==> config.mk <==
export PLATFORM = sky130hd
export DESIGN_NAME = pipe_flush_ctrl
export DESIGN_NICKNAME = d
export VERILOG_FILES = /design/src/rtl/pfc_pkg.sv /design/src/rtl/pfc_stage.sv /design/src/rtl/pfc_fetch.sv /design/src/rtl/pfc_perf.sv /design/src/rtl/pipe_flush_ctrl.sv
export SDC_FILE = /design/constraint.sdc
export NUM_CORES = 1
export LEC_CHECK = 0
export ABC_AREA = 1
export CORE_UTILIZATION = 48
export DETAILED_ROUTE_END_ITERATION = 10
export MAX_ROUTING_LAYER = met4
export PLACE_DENSITY = 0.85
export SLEW_MARGIN = 20
export SYNTH_ARGS = -nofsm -noshare
export SYNTH_HDL_FRONTEND = slang
export SYNTH_SLANG_ARGS = --single-unit
export TNS_END_PERCENT = 5
==> constraint.sdc <==
create_clock -name clk -period 2.88 [get_ports clk]
set_input_delay 0.432 -clock clk [delete_from_list [all_inputs] [get_ports clk]]
set_output_delay 0.432 -clock clk [all_outputs]
set_load 0.01 [all_outputs]
==> src/rtl/pfc_pkg.sv <==
package pfc_pkg;

  typedef enum logic [1:0] {
    PF_IDLE = 2'd0,
    PF_RUN  = 2'd1,
    PF_DONE = 2'd2
  } pf_state_e;

  // index of the stage where branches resolve and instructions retire
  function automatic int pf_last_stage(input int nstage);
    return nstage - 1;
  endfunction

endpackage

==> src/rtl/pfc_stage.sv <==
module pfc_stage #(
  parameter int TAG_W = 8,
  parameter int IDX_W = 8
) (
  input  logic             clk,
  input  logic             rst,
  input  logic             kill,
  input  logic             in_valid,
  input  logic [TAG_W-1:0] in_tag,
  input  logic             in_br,
  input  logic [IDX_W-1:0] in_tgt,
  output logic             q_valid,
  output logic [TAG_W-1:0] q_tag,
  output logic             q_br,
  output logic [IDX_W-1:0] q_tgt
);

  logic take;
  assign take = in_valid & ~kill;

  always_ff @(posedge clk) begin
    if (rst) begin
      q_valid <= 1'b0;
      q_tag   <= '0;
      q_br    <= 1'b0;
      q_tgt   <= '0;
    end else begin
      q_valid <= take;
      if (take) begin
        q_tag <= in_tag;
        q_br  <= in_br;
        q_tgt <= in_tgt;
      end
    end
  end

  AST_STAGE_ADVANCE: assert property (@(posedge clk) disable iff (rst)
    (in_valid && !kill) |=> (q_valid && q_tag == $past(in_tag)));

  AST_STAGE_KILL: assert property (@(posedge clk) disable iff (rst)
    kill |=> !q_valid);

endmodule

==> src/rtl/pfc_fetch.sv <==
module pfc_fetch #(
  parameter int IDX_W = 8
) (
  input  logic             clk,
  input  logic             rst,
  input  logic             start,
  input  logic [IDX_W-1:0] prog_len,
  input  logic             flush,
  input  logic [IDX_W-1:0] redirect_idx,
  input  logic             younger_busy,
  output logic [IDX_W-1:0] fetch_idx,
  output logic             fetch_valid,
  output logic             running,
  output logic             launch,
  output logic             done
);

  import pfc_pkg::*;

  pf_state_e        state;
  logic             exhausted;
  logic [IDX_W-1:0] next_idx;
  logic             drains;

  function automatic logic [IDX_W-1:0] pick_next(
    input logic             redirect,
    input logic             advance,
    input logic [IDX_W-1:0] cur,
    input logic [IDX_W-1:0] tgt
  );
    if (redirect)     return tgt;
    else if (advance) return cur + 1'b1;
    else              return cur;
  endfunction

  assign running     = (state == PF_RUN);
  assign done        = (state == PF_DONE);
  assign launch      = start & ~running;
  assign exhausted   = (fetch_idx >= prog_len);
  assign fetch_valid = running & ~exhausted & ~flush;
  assign next_idx    = pick_next(flush, fetch_valid, fetch_idx, redirect_idx);
  assign drains      = running & ~fetch_valid & ~younger_busy & (next_idx >= prog_len);

  always_ff @(posedge clk) begin
    if (rst) begin
      state     <= PF_IDLE;
      fetch_idx <= '0;
    end else if (launch) begin
      state     <= PF_RUN;
      fetch_idx <= '0;
    end else if (running) begin
      fetch_idx <= next_idx;
      if (drains) state <= PF_DONE;
    end
  end

  AST_REDIRECT: assert property (@(posedge clk) disable iff (rst)
    flush |=> (fetch_idx == $past(redirect_idx)));

  AST_SEQ_FETCH: assert property (@(posedge clk) disable iff (rst)
    fetch_valid |=> (fetch_idx == $past(fetch_idx) + 1'b1));

  AST_LAUNCH_ZERO: assert property (@(posedge clk) disable iff (rst)
    launch |=> (running && fetch_idx == '0));

  AST_START_IGNORED: assert property (@(posedge clk) disable iff (rst)
    (running && start && fetch_valid) |=> (fetch_idx != '0));

endmodule

==> src/rtl/pfc_perf.sv <==
module pfc_perf #(
  parameter int CNT_W = 16
) (
  input  logic             clk,
  input  logic             rst,
  input  logic             clear,
  input  logic             running,
  input  logic             retire,
  output logic [CNT_W-1:0] cycle_cnt,
  output logic [CNT_W-1:0] retire_cnt
);

  localparam logic [CNT_W-1:0] CNT_MAX = '1;

  function automatic logic [CNT_W-1:0] bump(input logic [CNT_W-1:0] v);
    return (v == CNT_MAX) ? v : v + 1'b1;
  endfunction

  always_ff @(posedge clk) begin
    if (rst || clear) begin
      cycle_cnt  <= '0;
      retire_cnt <= '0;
    end else begin
      if (running) cycle_cnt  <= bump(cycle_cnt);
      if (retire)  retire_cnt <= bump(retire_cnt);
    end
  end

  AST_RETIRE_STEP: assert property (@(posedge clk) disable iff (rst)
    (retire && !clear && retire_cnt != CNT_MAX) |=> (retire_cnt == $past(retire_cnt) + 1'b1));

  AST_CYCLE_HOLD: assert property (@(posedge clk) disable iff (rst)
    (!running && !clear) |=> $stable(cycle_cnt));

  AST_RETIRE_HOLD: assert property (@(posedge clk) disable iff (rst)
    (!retire && !clear) |=> $stable(retire_cnt));

endmodule

==> src/rtl/pipe_flush_ctrl.sv <==
module pipe_flush_ctrl #(
  parameter int NSTAGE = 5,
  parameter int IDX_W  = 8,
  parameter int TAG_W  = 8,
  parameter int CNT_W  = 16
) (
  input  logic              clk,
  input  logic              rst,
  input  logic              start,
  input  logic [IDX_W-1:0]  prog_len,
  input  logic [TAG_W-1:0]  ins_tag,
  input  logic              ins_branch,
  input  logic [IDX_W-1:0]  ins_target,
  output logic [IDX_W-1:0]  fetch_idx,
  output logic [NSTAGE-1:0] stage_valid,
  output logic              retire,
  output logic [TAG_W-1:0]  retire_tag,
  output logic              done,
  output logic [CNT_W-1:0]  cycle_cnt,
  output logic [CNT_W-1:0]  retire_cnt
);

  localparam int LAST = pfc_pkg::pf_last_stage(NSTAGE);

  logic [NSTAGE-1:0] raw_v;
  logic [NSTAGE-1:0] br_q;
  logic [TAG_W-1:0]  tag_q [NSTAGE];
  logic [IDX_W-1:0]  tgt_q [NSTAGE];

  logic resolve_taken;
  logic younger_busy;
  logic fetch_valid;
  logic running;
  logic launch;

  // a branch in the final stage flushes everything behind it
  assign resolve_taken = raw_v[LAST] & br_q[LAST];

  pfc_fetch #(.IDX_W(IDX_W)) u_fetch (
    .clk          (clk),
    .rst          (rst),
    .start        (start),
    .prog_len     (prog_len),
    .flush        (resolve_taken),
    .redirect_idx (tgt_q[LAST]),
    .younger_busy (younger_busy),
    .fetch_idx    (fetch_idx),
    .fetch_valid  (fetch_valid),
    .running      (running),
    .launch       (launch),
    .done         (done)
  );

  // stage 0 is the fetch slot, fed straight from the instruction inputs
  assign raw_v[0] = fetch_valid;
  assign tag_q[0] = ins_tag;
  assign br_q[0]  = ins_branch;
  assign tgt_q[0] = ins_target;

  for (genvar k = 1; k <= LAST; k++) begin : g_stage
    pfc_stage #(.TAG_W(TAG_W), .IDX_W(IDX_W)) u_stage (
      .clk      (clk),
      .rst      (rst),
      .kill     (resolve_taken),
      .in_valid (raw_v[k-1]),
      .in_tag   (tag_q[k-1]),
      .in_br    (br_q[k-1]),
      .in_tgt   (tgt_q[k-1]),
      .q_valid  (raw_v[k]),
      .q_tag    (tag_q[k]),
      .q_br     (br_q[k]),
      .q_tgt    (tgt_q[k])
    );
  end

  // younger stages read invalid in the cycle the branch resolves
  for (genvar k = 0; k < LAST; k++) begin : g_gate
    assign stage_valid[k] = raw_v[k] & ~resolve_taken;
  end
  assign stage_valid[LAST] = raw_v[LAST];

  assign younger_busy = |stage_valid[LAST-1:1];
  assign retire       = stage_valid[LAST];
  assign retire_tag   = tag_q[LAST];

  pfc_perf #(.CNT_W(CNT_W)) u_perf (
    .clk        (clk),
    .rst        (rst),
    .clear      (launch),
    .running    (running),
    .retire     (retire),
    .cycle_cnt  (cycle_cnt),
    .retire_cnt (retire_cnt)
  );

  AST_DONE_EMPTY: assert property (@(posedge clk) disable iff (rst)
    done |-> (stage_valid == '0));

  AST_RETIRE_IN_RUN: assert property (@(posedge clk) disable iff (rst)
    retire |-> (running && !done));

  AST_FLUSH_DRAINS: assert property (@(posedge clk) disable iff (rst)
    resolve_taken |=> (raw_v[LAST:1] == '0));

endmodule

======== After elaboration in Yosys (flattened, before gate mapping) ========
Cells that the tools add are included.
word-level totals
  register bits ........................... 114
operators by class
  add/sub/neg operators ................... 3
  order comparisons ....................... 2
  equal/unequal tests ..................... 4
  muxes and demuxes ....................... 5
  bitwise operators ....................... 18
  reduce and logical (&&, ||, !) cells .... 9
operators by type and width
  cell                                                 count
  adder 16 x 1 -> 16 bit, second input constant        2
  equality test 16 bit, second input constant          2
  >= comparator 8 bit                                  2
  two-way mux 8 bit                                    2
  bitwise AND 1 bit                                    11
  adder 8 x 1 -> 8 bit, second input constant          1
  AND reduction 2 bit                                  4
  inverter 1 bit                                       7
  nonzero test 2 bit                                   2
  two-way mux 1 bit                                    3
  OR reduction 3 bit                                   1
  equality test 2 x 1 -> 1 bit, second input constant  1
  equality test 2 bit, second input constant           1
  OR reduction 2 bit                                   1
  logical OR 1 bit                                     1

======== Longest topological paths before layout ========
  depth after elaboration ................. 11
  gate-level depth with buffers ........... 26
  mapped depth without buffers ............ 25

======== Hierarchy ========
A second synthesis with hierarchy kept.
second synthesis, totals
  cell total of the unflattened synthesis .. 949
  area, all modules ....................... 6217.2 um^2
by module, submodules not included
  module           times used  cells each  area an instance (um^2)  seq. area each (um^2)
  pfc_stage        4           113         764.5                    360.3
  pfc_perf         1           297         1829.3                   640.6
  pfc_fetch        1           187         1266.2                   200.2
  pipe_flush_ctrl  1           13          63.8                     0.0

======== Least setup slack after synthesis ========
OpenSTA, ideal clock, no wires.
  path kind ............................... input port to flip-flop
  start point ............................. input prog_len[7]
  end point ............................... register u_fetch.state[0]
  library setup time ...................... 70 ps
  data arrival time ....................... 2644 ps
  data required time ...................... 2810 ps
  slack ................................... 166 ps
  cell stages on the path ................. 22
  path buffers ............................ 1
  cells stage by stage .................... inv_1 > ha_1 > a21o_1 > nor2_2 > nand3_2 > nor2_4 > nand2_2 > buf_6 > nand2_1 > nand2_1 > nand2_1 > inv_1 > ha_1 > inv_1 > nor2_1 > o21ai_0 > nand2_1 > nand2_1 > o2111ai_1 > nand3_2 > nand2_1 > a21oi_1
on the way
  cells in the longest elaborated chain, start to end .. 10
  elaborated cells between the ends (all ways) .. 13
  those cells by class .................... order compare (2); mux (2); bitwise (7); reduce/logical (2)
RTL lines
  what                                  line                   source
  start, declared                       pipe_flush_ctrl.sv:10  input logic [IDX_W-1:0] prog_len,
  >= comparator 8 bit                   pfc_fetch.sv:39        assign exhausted = (fetch_idx >= prog_len);
  inverter 1 bit                        pfc_fetch.sv:40        assign fetch_valid = running & ~exhausted & ~flush;
  bitwise AND 1 bit (2 in series)       pfc_fetch.sv:40
  two-way mux 8 bit                     pfc_fetch.sv:32        else if (advance) return cur + 1'b1;
  two-way mux 8 bit                     pfc_fetch.sv:31        if (redirect) return tgt;
  net u_fetch.next_idx[1]               pfc_fetch.sv:22        logic [IDX_W-1:0] next_idx;
  >= comparator 8 bit                   pfc_fetch.sv:42        assign drains = running & ~fetch_valid & ~younger_busy & (next_idx >= prog_len);
  bitwise AND 1 bit                     pfc_fetch.sv:42
  nonzero test 2 bit (no source line)   n/a
  AND reduction 2 bit (no source line)  n/a
  end signal, assigned                  pfc_fetch.sv:46        state <= PF_IDLE;
  end signal, assigned                  pfc_fetch.sv:49        state <= PF_RUN;
  end signal, assigned                  pfc_fetch.sv:53        if (drains) state <= PF_DONE;
  end, declared                         pfc_fetch.sv:20        pf_state_e state;
The timed path passes the listed nets, and every way through them passes these cells.
A chain may end at the register's enable or synchronous reset.

======== Worst setup path after layout ========
Same ends and word-level chain as after synthesis.

==> results.cfg <==
[clock_network]
cts_buffers = 17
hold_buffers = 0
clockBufferDepth = 2
cts_sinks = 114
cts.clk_slew.worst_paths_ns = 0.05
cts_max_level = 4
root_buffer = clkbuf_8
cts_tree = built
clk_latency_ns = 0.52

[detailed_routing]
routedWlPerCell_um = 13.5
vias = 5069
ant_nets = 0
drt-initial-drc-count = 315
vias_per_cell = 5.21
routed_wirelength_mm = 13.1
drtPass1Iterations = 5
drc = 0

[pwr]
switching_share = 0.267
internal_power_w = 0.00304
power-per-cell-area_nw_per_um2 = 594
p_total_w = 0.00415
p_seq_frac = 0.410
ir_worst_vdd_uv = 344
p_switching_w = 0.00111
power_frac_comb = 0.127
clock_power_share = 0.463
leakage_nw = 2.92

[global_routing]
grtUsageMet1 = 0.281
grtUsageTotal = 0.236
use_met3 = 0.0541
grt.busiest_layer = met2
grt-ovfl-total = 0
grt_pass1_wl_mm = 21.0
antenna_found_initial = 0
use_met2 = 0.394
grt_max_degree = 69
grt_pass1_vias = 4669

[sta]
setup_tns_ns = 0
drv_slew = 0
finClkSkew_ns = 0.00992
min_period_ns = 2.77
slew_headroom = 0.653
tightestPinTransition_ns = 0.521
fin_crit_sh = 0.961
fmax_mhz = 361
hold_violations = 0
finalSetupViolCount = 0

[yosys]
synth_nets = 768
yosys_warnings = 0
async_flop_share = 0
ys_seq_elements = 114
synth.area.top_cells = dfxtp_1, nor2_1, nand2_1
synthCells = 721
synth-edff-count = 0
synthesis.area_um2 = 5250
synth.distinct_cells = 43
synth-main-ff-cell = dfxtp_1
yosys.area.top_type = dfxtp_1
synth.top_cell.area_share = 0.435
seq_area_frac_synth = 0.435
syn_avg_cell_area_um2 = 7.28

[floorplan]
die_h_um = 107
die_x_um = 107
initial_utilization = 0.502
num_rows = 37
ioPinCount = 83
die-area_um2 = 11400
coreArea_um2 = 10500

[final_layout]
nets = 871
drive_above_1_share = 0.153
synthToLayoutAreaGrowth_pct = 33.2
diodes = 0
utilization = 0.668

[placement]
dp.final_hpwl_mm = 8.19
gp_congestion = 0.849
io_buffer_count = 82

[worst_setup_path]
start_kind = primary input
arrival_ns = 3.16
crit_fanout = 5
end_kind = flop
critical_path_required_ns = 3.27
crit_type = primary input to flop

[worst_hold_path]
hp-class = flop to flop

[run]
cap_violations = 0

[run_status]
outcome = complete, no violations
state kept, by name, summed over array words and instances, names as in the netlist:
signal	cells
g_stage.u_stage.q_valid	4
g_stage.u_stage.q_tag	32
u_perf.cycle_cnt	16
g_stage.u_stage.q_tgt	32
g_stage.u_stage.q_br	4
u_fetch.state	2
u_perf.retire_cnt	16
u_fetch.fetch_idx	8
stage by stage:
step / hold slack [ns] / setup slack [ns] / std cells / cell area (µm²)
4_1_cts: 0.474 / 0.0506 / 971 / 6850
3_5_place_dp: 0.453 / -0.365 / 938 / 6290
5_1_grt: 0.496 / -0.0771 / 973 / 6990
3_3_place_gp: 0.450 / -0.306 / 938 / 6290
2_1_floorplan: 0.430 / 0.166 / 721 / 5250
6_report: 0.474 / 0.111 / 973 / 6990
critical path: stages:
cell and delay (ns):
clkdlybuf4s50_1 0.45, inv_1 0.07, ha_4 0.24, a21o_1 0.19, nor2_2 0.13, nand3_2 0.10
nor2_4 0.22, nand3_2 0.09, nand2_1 0.09, nand2_1 0.05, nand2_1 0.08, inv_1 0.05
ha_1 0.30, nand2_2 0.08, nor2_2 0.11, nand4_1 0.12, o2111ai_2 0.09, nand3_2 0.11
nand2_2 0.08, a21oi_2 0.05
final timing paths:
check,from,end,slack (ns),cells after the start
max,prog_len[7],u_fetch.state[0],0.11,20
min,g_stage[3].u_stage.q_br,g_stage[3].u_stage.q_br,0.47,2
max reg2reg,u_fetch.fetch_idx[2],u_fetch.state[0],0.14,21
min reg2reg,g_stage[3].u_stage.q_br,g_stage[3].u_stage.q_br,0.47,2
what timing repair did:
item                       CTS  global route
hold endpoints to repair     0             0
cloned                       0             0
pin swaps                    2            13
setup endpoints to repair    1             2
setup buffers                1             2
resized for setup            2            28
cell families after synthesis:
family | share of synthesized area
AO/OA/AOI/OAI | 0.133
XOR/XNOR | 0.0167
adder cells (fa/ha/maj) | 0.0453
buffers and inverters | 0.0820
flip-flops | 0.435
AND/OR/NAND/NOR | 0.289
cell usage after synthesis, drive strengths merged, types with 2 or more instances:
master  number
or2          6
nand2      102
a31oi        2
dfxtp      114
a21oi       38
nor4         3
nor3        13
nand4        8
inv         71
buf         20
nor2       180
clkbuf       9
nand3       27
o21ai       85
o21bai       3
ha          19
nor3b        2
o21a         2
xnor2        2
xor2         8
layout by cell type, fill, tap and decap left out, types with 6 or more instances in the layout:
cell type / netlist / final
inv_1: 55 / 52
nand2_2: 3 / 9
xor2_1: 8 / 8
nand2_1: 97 / 90
ha_4: 0 / 6
nor3_1: 10 / 10
clkdlybuf4s50_1: 0 / 80
o21ai_1: 15 / 16
nand4_1: 6 / 6
clkbuf_16: 0 / 16
o21ai_0: 70 / 69
nor2_1: 174 / 172
ha_1: 19 / 13
nand3_2: 3 / 6
nand3_1: 24 / 21
inv_2: 15 / 18
dfxtp_1: 114 / 111
a21oi_1: 38 / 37
buf_4: 5 / 31
per-layer routing:
layer | vias to the layer above | part of all wire
met2 | 164 | 0.49
met5 | - | 0
met3 | 22 | 0.043
met4 | 0 | 0.017
li1 | 2533 | -
met1 | 2350 | 0.45
area by class of cell:
cell class	instances	area, µm²
Clock inverter	14	129
Timing Repair Buffer	113	1050
Multi-Input combinational cell	507	2670
Sequential cell	114	2290
Clock buffer	18	418
Fill cell	843	3470
Inverter	71	269
Tap cell	136	170
power groups by stage:
stage | logic (W) | registers (W) | clock network [W]
finish | 0.000529 | 0.00170 | 0.00192
global route | 0.000593 | 0.00171 | 0.00201
global placement | 0.000469 | 0.00173 | 0
floorplan | 0.000300 | 0.00173 | 0
detailed placement | 0.000481 | 0.00173 | 0
CTS | 0.000491 | 0.00170 | 0.00194
No activity file was read; power rests on OpenSTA's default activity.
